--- config.mk ---
export PLATFORM = sky130hd
export DESIGN_NAME = vliw_fetch_seq
export DESIGN_NICKNAME = d
export VERILOG_FILES = /design/src/rtl/fseq_pkg.sv /design/src/rtl/fseq_nba_store.sv /design/src/rtl/fseq_next_sel.sv /design/src/rtl/fseq_pc_unit.sv /design/src/rtl/vliw_fetch_seq.sv
export SDC_FILE = /design/constraint.sdc
export NUM_CORES = 1
export LEC_CHECK = 0
export CELL_PAD_IN_SITES_DETAIL_PLACEMENT = 0
export CELL_PAD_IN_SITES_GLOBAL_PLACEMENT = 2
export CORE_ASPECT_RATIO = 1.4
export CORE_UTILIZATION = 30
export CTS_CLUSTER_DIAMETER = 30
export DETAILED_ROUTE_END_ITERATION = 7
export PLACE_DENSITY_LB_ADDON = 0.12
export SLEW_MARGIN = 30
export SYNTH_ARGS = -nofsm -noshare
export SYNTH_HDL_FRONTEND = slang
export SYNTH_SLANG_ARGS = --single-unit
export TNS_END_PERCENT = 100
--- constraint.sdc ---
create_clock -name clk -period 5 [get_ports clk]
set_input_delay 1 -clock clk [delete_from_list [all_inputs] [get_ports clk]]
set_output_delay 1 -clock clk [all_outputs]
set_load 0.005 [all_outputs]
--- src/rtl/fseq_pkg.sv ---
package fseq_pkg;

  // Source that loads the fetch address on the next edge.
  typedef enum logic [2:0] {
    SRC_HOLD     = 3'd0,
    SRC_START    = 3'd1,
    SRC_STEP     = 3'd2,
    SRC_CHAIN    = 3'd3,
    SRC_REDIRECT = 3'd4,
    SRC_MISS     = 3'd5
  } pc_src_e;

endpackage

--- src/rtl/fseq_nba_store.sv ---
module fseq_nba_store #(
  parameter int ADDR_W = 32,
  parameter int IDX_W  = 3,
  parameter int LINES  = 16,
  localparam int LINE_W = (LINES > 1) ? $clog2(LINES) : 1
) (
  input  logic              clk,
  input  logic              wr_en,
  input  logic [LINE_W-1:0] wr_line,
  input  logic [ADDR_W-1:0] wr_addr,
  input  logic [IDX_W-1:0]  wr_idx,
  input  logic [LINE_W-1:0] rd_line,
  output logic [ADDR_W-1:0] rd_addr,
  output logic [IDX_W-1:0]  rd_idx
);

  localparam int ENT_W = ADDR_W + IDX_W;

  // One end-of-block record per line; read is same-cycle for chaining.
  logic [ENT_W-1:0] mem [LINES];

  always_ff @(posedge clk) begin
    if (wr_en) mem[wr_line] <= {wr_addr, wr_idx};
  end

  assign {rd_addr, rd_idx} = mem[rd_line];

endmodule

--- src/rtl/fseq_next_sel.sv ---
module fseq_next_sel
  import fseq_pkg::*;
#(
  parameter int IDX_W = 3
) (
  input  logic             active,
  input  logic             start,
  input  logic             hit,
  input  logic             mispredict,
  input  logic [IDX_W-1:0] cur_idx,
  input  logic [IDX_W-1:0] end_idx,
  output pc_src_e          src
);

  logic at_end;
  assign at_end = (cur_idx == end_idx);

  // Priority while running: redirect, then miss, then chain, then step.
  always_comb begin
    src = SRC_HOLD;
    if (!active) begin
      if (start) src = SRC_START;
    end else if (mispredict) begin
      src = SRC_REDIRECT;
    end else if (!hit) begin
      src = SRC_MISS;
    end else if (at_end) begin
      src = SRC_CHAIN;
    end else begin
      src = SRC_STEP;
    end
  end

endmodule

--- src/rtl/fseq_pc_unit.sv ---
module fseq_pc_unit
  import fseq_pkg::*;
#(
  parameter int ADDR_W = 32,
  parameter int IDX_W  = 3
) (
  input  logic              clk,
  input  logic              rst,
  input  pc_src_e           src,
  input  logic [ADDR_W-1:0] start_addr,
  input  logic [ADDR_W-1:0] tgt_addr,
  input  logic [ADDR_W-1:0] chain_addr,
  output logic [ADDR_W-1:0] pc_addr,
  output logic [IDX_W-1:0]  pc_idx
);

  localparam logic [IDX_W-1:0] IDX_ONE = {{(IDX_W-1){1'b0}}, 1'b1};

  always_ff @(posedge clk) begin
    if (rst) begin
      pc_addr <= '0;
      pc_idx  <= '0;
    end else begin
      unique case (src)
        SRC_START: begin
          pc_addr <= start_addr;
          pc_idx  <= '0;
        end
        SRC_REDIRECT: begin
          pc_addr <= tgt_addr;
          pc_idx  <= '0;
        end
        SRC_CHAIN: begin
          pc_addr <= chain_addr;
          pc_idx  <= '0;
        end
        SRC_STEP: pc_idx <= pc_idx + IDX_ONE;
        default: ;
      endcase
    end
  end

  // a step never changes the address field.
  p_step_keeps_addr_r3: assert property (@(posedge clk) disable iff (rst)
    src == SRC_STEP |=> $stable(pc_addr) && pc_idx == $past(pc_idx) + IDX_ONE);

  // hold and miss leave both fields untouched.
  p_hold_frozen_r8: assert property (@(posedge clk) disable iff (rst)
    (src == SRC_HOLD || src == SRC_MISS) |=> $stable(pc_addr) && $stable(pc_idx));

endmodule

--- src/rtl/vliw_fetch_seq.sv ---
module vliw_fetch_seq
  import fseq_pkg::*;
#(
  parameter int ADDR_W    = 32,
  parameter int BLOCK_LEN = 8,
  parameter int NUM_LINES = 16,
  localparam int IDX_W  = (BLOCK_LEN > 1) ? $clog2(BLOCK_LEN) : 1,
  localparam int LINE_W = (NUM_LINES > 1) ? $clog2(NUM_LINES) : 1
) (
  input  logic              clk,
  input  logic              rst,
  input  logic              start_i,
  input  logic [ADDR_W-1:0] start_addr_i,
  input  logic              hit_i,
  input  logic [LINE_W-1:0] hit_line_i,
  input  logic              mispredict_i,
  input  logic [ADDR_W-1:0] redirect_addr_i,
  input  logic              save_valid_i,
  input  logic [LINE_W-1:0] save_line_i,
  input  logic [ADDR_W-1:0] save_next_addr_i,
  input  logic [IDX_W-1:0]  save_index_i,
  output logic              fetch_en_o,
  output logic [ADDR_W-1:0] pc_addr_o,
  output logic [IDX_W-1:0]  pc_idx_o,
  output logic              slot_valid_o,
  output logic              miss_o
);

  logic [ADDR_W-1:0] nba_addr;
  logic [IDX_W-1:0]  nba_idx;
  pc_src_e           src;

  fseq_nba_store #(
    .ADDR_W (ADDR_W),
    .IDX_W  (IDX_W),
    .LINES  (NUM_LINES)
  ) u_nba (
    .clk     (clk),
    .wr_en   (save_valid_i),
    .wr_line (save_line_i),
    .wr_addr (save_next_addr_i),
    .wr_idx  (save_index_i),
    .rd_line (hit_line_i),
    .rd_addr (nba_addr),
    .rd_idx  (nba_idx)
  );

  fseq_next_sel #(
    .IDX_W (IDX_W)
  ) u_sel (
    .active     (fetch_en_o),
    .start      (start_i),
    .hit        (hit_i),
    .mispredict (mispredict_i),
    .cur_idx    (pc_idx_o),
    .end_idx    (nba_idx),
    .src        (src)
  );

  fseq_pc_unit #(
    .ADDR_W (ADDR_W),
    .IDX_W  (IDX_W)
  ) u_pc (
    .clk        (clk),
    .rst        (rst),
    .src        (src),
    .start_addr (start_addr_i),
    .tgt_addr   (redirect_addr_i),
    .chain_addr (nba_addr),
    .pc_addr    (pc_addr_o),
    .pc_idx     (pc_idx_o)
  );

  always_ff @(posedge clk) begin
    if (rst) begin
      fetch_en_o   <= 1'b0;
      miss_o       <= 1'b0;
      slot_valid_o <= 1'b0;
    end else begin
      if (src == SRC_START)     fetch_en_o <= 1'b1;
      else if (src == SRC_MISS) fetch_en_o <= 1'b0;
      miss_o       <= (src == SRC_MISS);
      slot_valid_o <= (src == SRC_STEP) || (src == SRC_CHAIN);
    end
  end

  // a start from idle lands at slot 0 of the given address.
  p_start_r2: assert property (@(posedge clk) disable iff (rst)
    !fetch_en_o && start_i |=> fetch_en_o && pc_addr_o == $past(start_addr_i) && pc_idx_o == '0);

  // stepping inside a block.
  p_step_r3: assert property (@(posedge clk) disable iff (rst)
    fetch_en_o && hit_i && !mispredict_i && pc_idx_o != nba_idx
    |=> slot_valid_o && fetch_en_o && $stable(pc_addr_o));

  // chaining to the follow-on block with no bubble.
  p_chain_r4: assert property (@(posedge clk) disable iff (rst)
    fetch_en_o && hit_i && !mispredict_i && pc_idx_o == nba_idx
    |=> pc_addr_o == $past(nba_addr) && pc_idx_o == '0 && slot_valid_o);

  // redirect wins and leaves exactly one dead slot.
  p_redirect_r6: assert property (@(posedge clk) disable iff (rst)
    fetch_en_o && mispredict_i
    |=> fetch_en_o && pc_addr_o == $past(redirect_addr_i) && pc_idx_o == '0 && !slot_valid_o);

  // a miss hands control back and freezes the address.
  p_miss_r8: assert property (@(posedge clk) disable iff (rst)
    fetch_en_o && !hit_i && !mispredict_i
    |=> !fetch_en_o && miss_o && $stable(pc_addr_o) && $stable(pc_idx_o));

  // the handback pulse is one cycle long.
  p_miss_pulse_r8: assert property (@(posedge clk) disable iff (rst)
    miss_o |=> !miss_o);

  // nothing is live while the engine is idle.
  p_idle_dead_r9: assert property (@(posedge clk) disable iff (rst)
    !fetch_en_o |=> !slot_valid_o);

endmodule

# Word level (Yosys, flattened, before mapping)
# Memory sizes are Yosys's and may differ from the RTL's.
# Cells that the tools add are included.
# W data, S select, Z words.
# totals
mem_bits_ro	0
latch_bits	0
mem_count	1
ram_bits	560
regBits	38
# classes
n_bitwise	0
muxes	11
n_shift	0
multipliers	0
n_lt_le_gt_ge	0
n_eq_ne	6
n_reduce_logical	5
add_sub_neg	1
div	0
# mem_list
memory	depth	width	read_ports	rd_ports_with_merged_regs	wr	line	source
u_nba.mem	16	35	1	0	1	fseq_nba_store.sv:20	logic [ENT_W-1:0] mem [LINES];
# op_table
cell	count
$pmux W32 S3	1
$mux W3	3
$eq A3 B2 Y1 const B	2
$eq A3 B3 Y1 const B	2
$mux W1	6
$pmux W3 S2	1
$reduce_bool A2 Y1	2
$add A3 B1 Y3 const B	1
$eq A3 B1 Y1 const B	1
$eq A3 B3 Y1	1
$reduce_bool A3 Y1	1
$reduce_or A3 Y1	1
$logic_or A1 B1 Y1	1

# Longest topological paths before layout
# An unclocked memory read counts as a cell.
# depth
ltp_word	9
ltp_mapped	11
mapped_depth_nobuf	7

# By module
# A second synthesis with hierarchy kept.
# unflattened
cells_unflattened	1065
area_unflattened_um2	23339.9
# modules_own_cells
mod	area_per_inst_um2	n_inst	seq_area_each_um2	cells_each
fseq_nba_store	21351.7	1	16816.1	879
fseq_pc_unit	1810.5	1	700.7	168
vliw_fetch_seq	111.4	1	60.1	9
fseq_next_sel	66.3	1	0.0	9

# Least setup slack after synthesis
# Ideal clock, no wire load.
# synth_path
path_type	input to register
startpoint	input port save_line_i[2]
endpoint	memory u_nba.mem[0][0] in the netlist's numbering (enable)
t_required_ns	4.529
stages	2
setup_slack_ns	0.609
setup_time_ns	0.471
t_arrival_ns	3.919
cell_sequence	or3b_2 > nor3_1
# synth_rtl
item	line	source
from (decl)	vliw_fetch_seq.sv:19	input logic [LINE_W-1:0] save_line_i,
to (decl)	fseq_nba_store.sv:20	
# No word-level cell before the write port.

# Final worst setup path
# layout_path
startpoint	input port hit_line_i[0]
endpoint	register u_pc.pc_addr[0]
# layout_between
elab_chain_len	8
# layout_lines
item	line	source
from (decl)	vliw_fetch_seq.sv:15	input logic [LINE_W-1:0] hit_line_i,
$mem_v2 Z16 W35 (*)	-	
$eq A3 B3 Y1	fseq_next_sel.sv:16	assign at_end = (cur_idx == end_idx);
$mux W1	fseq_next_sel.sv:27	end else if (at_end) begin
$mux W3	fseq_next_sel.sv:25	end else if (!hit) begin
$mux W3	fseq_next_sel.sv:23	end else if (mispredict) begin
$mux W3	fseq_next_sel.sv:21	if (!active) begin
$eq A3 B2 Y1 (tied with other cells)	fseq_pc_unit.sv:24	unique case (src)
$pmux W32 S3 / $reduce_bool A3 Y1 (equally long branches)	-	
to (signal assigned)	fseq_pc_unit.sv:26	pc_addr <= start_addr;
to (signal assigned)	fseq_pc_unit.sv:30	pc_addr <= tgt_addr;
to (signal assigned)	fseq_pc_unit.sv:34	pc_addr <= chain_addr;
to (decl)	fseq_pc_unit.sv:13	output logic [ADDR_W-1:0] pc_addr,
# Every way passes the cells marked *; elsewhere a longest branch is shown, timed or not.
# A chain may end at the register's enable or synchronous reset.

==> results <==
- The worst hold path class is reg2reg.
- The number of buffer cells added on primary ports is 150.
- The post-cts sizing count is 0.
- Relative to the synthesized area, the layout overhead comes to 29.1%.
- For this run, the detailed router's first-pass iteration total came to 5.
- The floorplan has 120 rows.
- The total chip power is 13.9 mW.
- The finished layout holds around 2300 standard cells, fillers aside.
- Routability-driven placement finished with a final weighted congestion of 0.663.
- In this run the power spent charging and discharging nets is 3.05 mW.
- The overall via count from detail_route is around 12000.
- The placement-stage worst setup slack is slightly above 0.8 ns.
- The CTS tree is done.
- In the final design database the tool counted roughly 1400 nets.
- The initial core utilization is 30.3%.
- The number of CTS-inserted buffers is 113.
- The hold buffer count at cts is 0.
- The area of the core is 76400 µm².
- Clock tree synthesis selected as its root buffer the cell clkbuf_16.
- The largest single stage delay on the critical path is between 0.5 and 0.6 ns.
- The die covers 78400 µm².
- The flow ran to the end, and the final reports show no timing, DRC or antenna violations.
- Measured along the y axis, the die boundary spans 331 µm.
- Headroom to the max-slew limit came out at a little over two fifths.
- Broken down by cell family, the worst path's largest delay share belongs to multiplexers.
- Once detail routing completed, the nets flagged for antenna violations numbered 0.
- Counting both buffers and inverters, the worst setup path holds a total of 2.
- The half-perimeter wire length after detailed placement is 33.6 mm.
- In this run the biggest area consumer among cell types represents approximately 73% of the synthesized area.
- The die is 237 µm wide.
- Cells fill 39.2% of the core in the end.
- The ratio of total power to cell area is 465 nW/µm².
- The final number of setup-violating endpoints is 0.
- The tool flagged a number of max-cap violations equal to 0.
- Of the synthesized area, sequential elements account for about three quarters.
- Per report_power, the clock group accounts for around 54% of the total.
- For flop-to-flop paths, the worst setup slack is 2.04 ns.
- The count of final hold-check violations is 0.
- For this design, the slowest cell found on the critical path is mux4_2.
- The area of all placed cells without fillers is 29900 µm².
- The setup TNS is 0 ns.
- The share of the clock period used by the worst path after layout is around 69%.
- Once placement finished, the instance area stood at 26100 µm².
- Setup repair after global routing left no endpoint under its margin.
- The initial DRC count is 788.
- After detailed routing, the number of vias per cell comes to 4.94.
- The total DRC errors in the routed layout is 0.
- The critical path class is in2reg.
- 151 I/O pins were placed.
- Once placement completed, the tool counted placed cells totaling 2128.
- For the worst setup path, the data required time is 5.58 ns.
- The startpoint of the worst register-to-register path is u_nba.mem[15][2].
- The clock transition at the register clock pins on the worst setup and hold paths after CTS is 0.05 ns.
- The number of nets handed over by synthesis was between 1000 and 1500.
- The static power due to leakage is 9.47 nW.
- The wire length of the first global-routing pass is 92.1 mm.
- The via count of the first global-routing pass is between 10000 and 15000.
- The initial antenna violation count is 5.
- By area the synthesized netlist is led by edfxtp_1 73%, mux4_2 17%, dfxtp_1 3.3%, a211oi_2 1.1%, a22oi_2 1.1%.
- The worst path in the final design needs a cycle of about 3.5 ns, including I/O delays and setup.
- The Yosys step of the flow raised 0 warnings.
- Of the total power, combinational logic draws about 5.4%.
- The worst path meets setup with 1.55 ns of slack.
- The most used flip-flop cell after synthesis is edfxtp_1.
- Across every metal layer, demand over resource in global routing totals between 10% and 20%.
- The number of inserted diodes is 0.
- Walking the worst path, the cells encountered are buf_8 > mux4_2 > mux4_2 > xnor2_1 > and2b_1 > a31oi_4 > buf_4 > o21ai_0 > a211oi_2.
- The top cell types in the final layout, fill and taps aside, are 560 x edfxtp_1, 171 x mux4_2, 145 x clkdlybuf4s50_1, 115 x clkbuf_16, 38 x dfxtp_1.
- The launching element type of the critical path is an input port.
- The transition time of the tightest slew-check pin is 0.848 ns.
- The total count of max-transition violations in the final report is 0.
- On the final layout, the worst clock skew is about 0.028 ns.
- The tightest hold path in the finished design has a slack of between 0.5 and 0.6 ns.
- The number of standard cells after synthesis is 1032.
- The clock reaches the later pin of the worst-skew pair after 0.67 ns.
- The post-synthesis async set-or-reset flop share is 0%.
- The routed length per instance is 27.4 µm.
- The fraction of final layout cells with drive strength greater than 1 is around a third.
- In this run the cell area of the synthesized design comes to 23200 µm².
- The critical path starts at hit_line_i[0].
- Counting flops with a built-in enable in the synthesized netlist gives 560.
- The number of synthesized register bits is approximately 600.
- Data on the critical path arrives at its endpoint at 4.03 ns.
- Measured in cells, the most critical reg-to-reg path has a length of 8.
- Leaving out fill and tap cells, the most frequent cell in the layout is edfxtp_1.
- The share of power burned in registers is 40.6%.
- The critical path endpoint category is a flip-flop.
- The maximum VDD drop is ~0.26 mV.
- The maximum buffer depth of the clock tree is 3.
- The maximum number of pins on one net before global-route repair is 81.
- The last element of the critical path is u_pc.pc_addr[0].
- The routed design has 64.1 mm of wire.
- Yosys mapped the design onto 38 distinct sky130hd cell types.
- Of all cell types, the one taking the most synthesized area is edfxtp_1.
- The share of total power consumed by net switching is a little over a fifth.
- The peak fanout along the critical path is 38.
- The number of sinks handled by clock tree synthesis is about 600.
- After synthesis, the mean cell area works out to 22.5 µm².
- The cell-internal power is 10.9 mW.
- The achievable clock frequency is roughly 290 MHz.
- The total global routing overflow is 0.
- The post-CTS setup-driven buffer insertion count is 0.
- The cell repeated most along the worst path is mux4_2.
- In this run the critical register-to-register path is captured at u_pc.pc_addr[0].
- The critical path crosses 9 cells after its start point.
- The level count of the clock H-tree is 3.
-- final cells by class --
class	count	area (µm²)
Fill cell	6779	46500
Inverter	2	7.51
Timing Repair Buffer	183	1880
Multi-Input combinational cell	369	5430
Clock buffer	124	2920
Tap cell	976	1220
Clock inverter	83	905
Sequential cell	598	17600
-- worst min path at each step --
stage                         start         endpoint  slack (ns)  cells past startpoint
floorplan                fetch_en_o           miss_o        0.52                      1
detailed placement       fetch_en_o           miss_o        0.54                      1
global route             fetch_en_o           miss_o        0.57                      1
global placement    u_pc.pc_addr[7]  u_pc.pc_addr[7]        0.54                      2
CTS                      fetch_en_o           miss_o        0.54                      1
finish                   fetch_en_o           miss_o        0.53                      1
-- state kept, by name, summed over array words and instances, names as in the netlist --
signal,cells
fetch_en_o,1
miss_o,1
slot_valid_o,1
u_nba.mem,560
u_pc.pc_addr,32
u_pc.pc_idx,3
-- cell families after synthesis --
family                     share of synthesized area (%)
AOI/OAI and AO/OA                                   3.90
and+or+nand+nor                                     1.75
muxes                                               17.1
buffers and inverters                               1.37
adders and majority gates                         0.0539
DFF                                                 75.8
xor gates and xnor gates                          0.0378
-- power groups by stage --
stage	sequential, mW	combinational (mW)	clock [mW]
after floorplan	5.73	0.384	0
after global placement	5.74	0.770	0
after detailed placement	5.74	0.778	0
after CTS	5.65	0.780	7.68
after global routing	5.66	0.815	7.89
final	5.65	0.755	7.52
-- Yosys cell counts, types with 5 or more instances --
library cell and number:
o21ai_0 28, nor3_1 37, mux2i_1 9, clkbuf_1 33, buf_2 19, a211oi_1 12
edfxtp_1 560, nor2_1 15, a22oi_2 20, o21ai_1 5, a211oi_2 20, a22oi_1 12
mux4_2 171, buf_6 5, dfxtp_1 38, nand2_1 10
-- routing by layer --
layer / global-route usage, % / share of wire, % / up-vias
met5: 0 / 0.089 / -
met4: 6.28 / 2.3 / 8
met2: 28.6 / 51 / 304
li1: - / - / 4952
met3: 2.99 / 4.1 / 96
met1: 21.4 / 43 / 6178
Note: power is estimated with default switching activity, not from simulation.
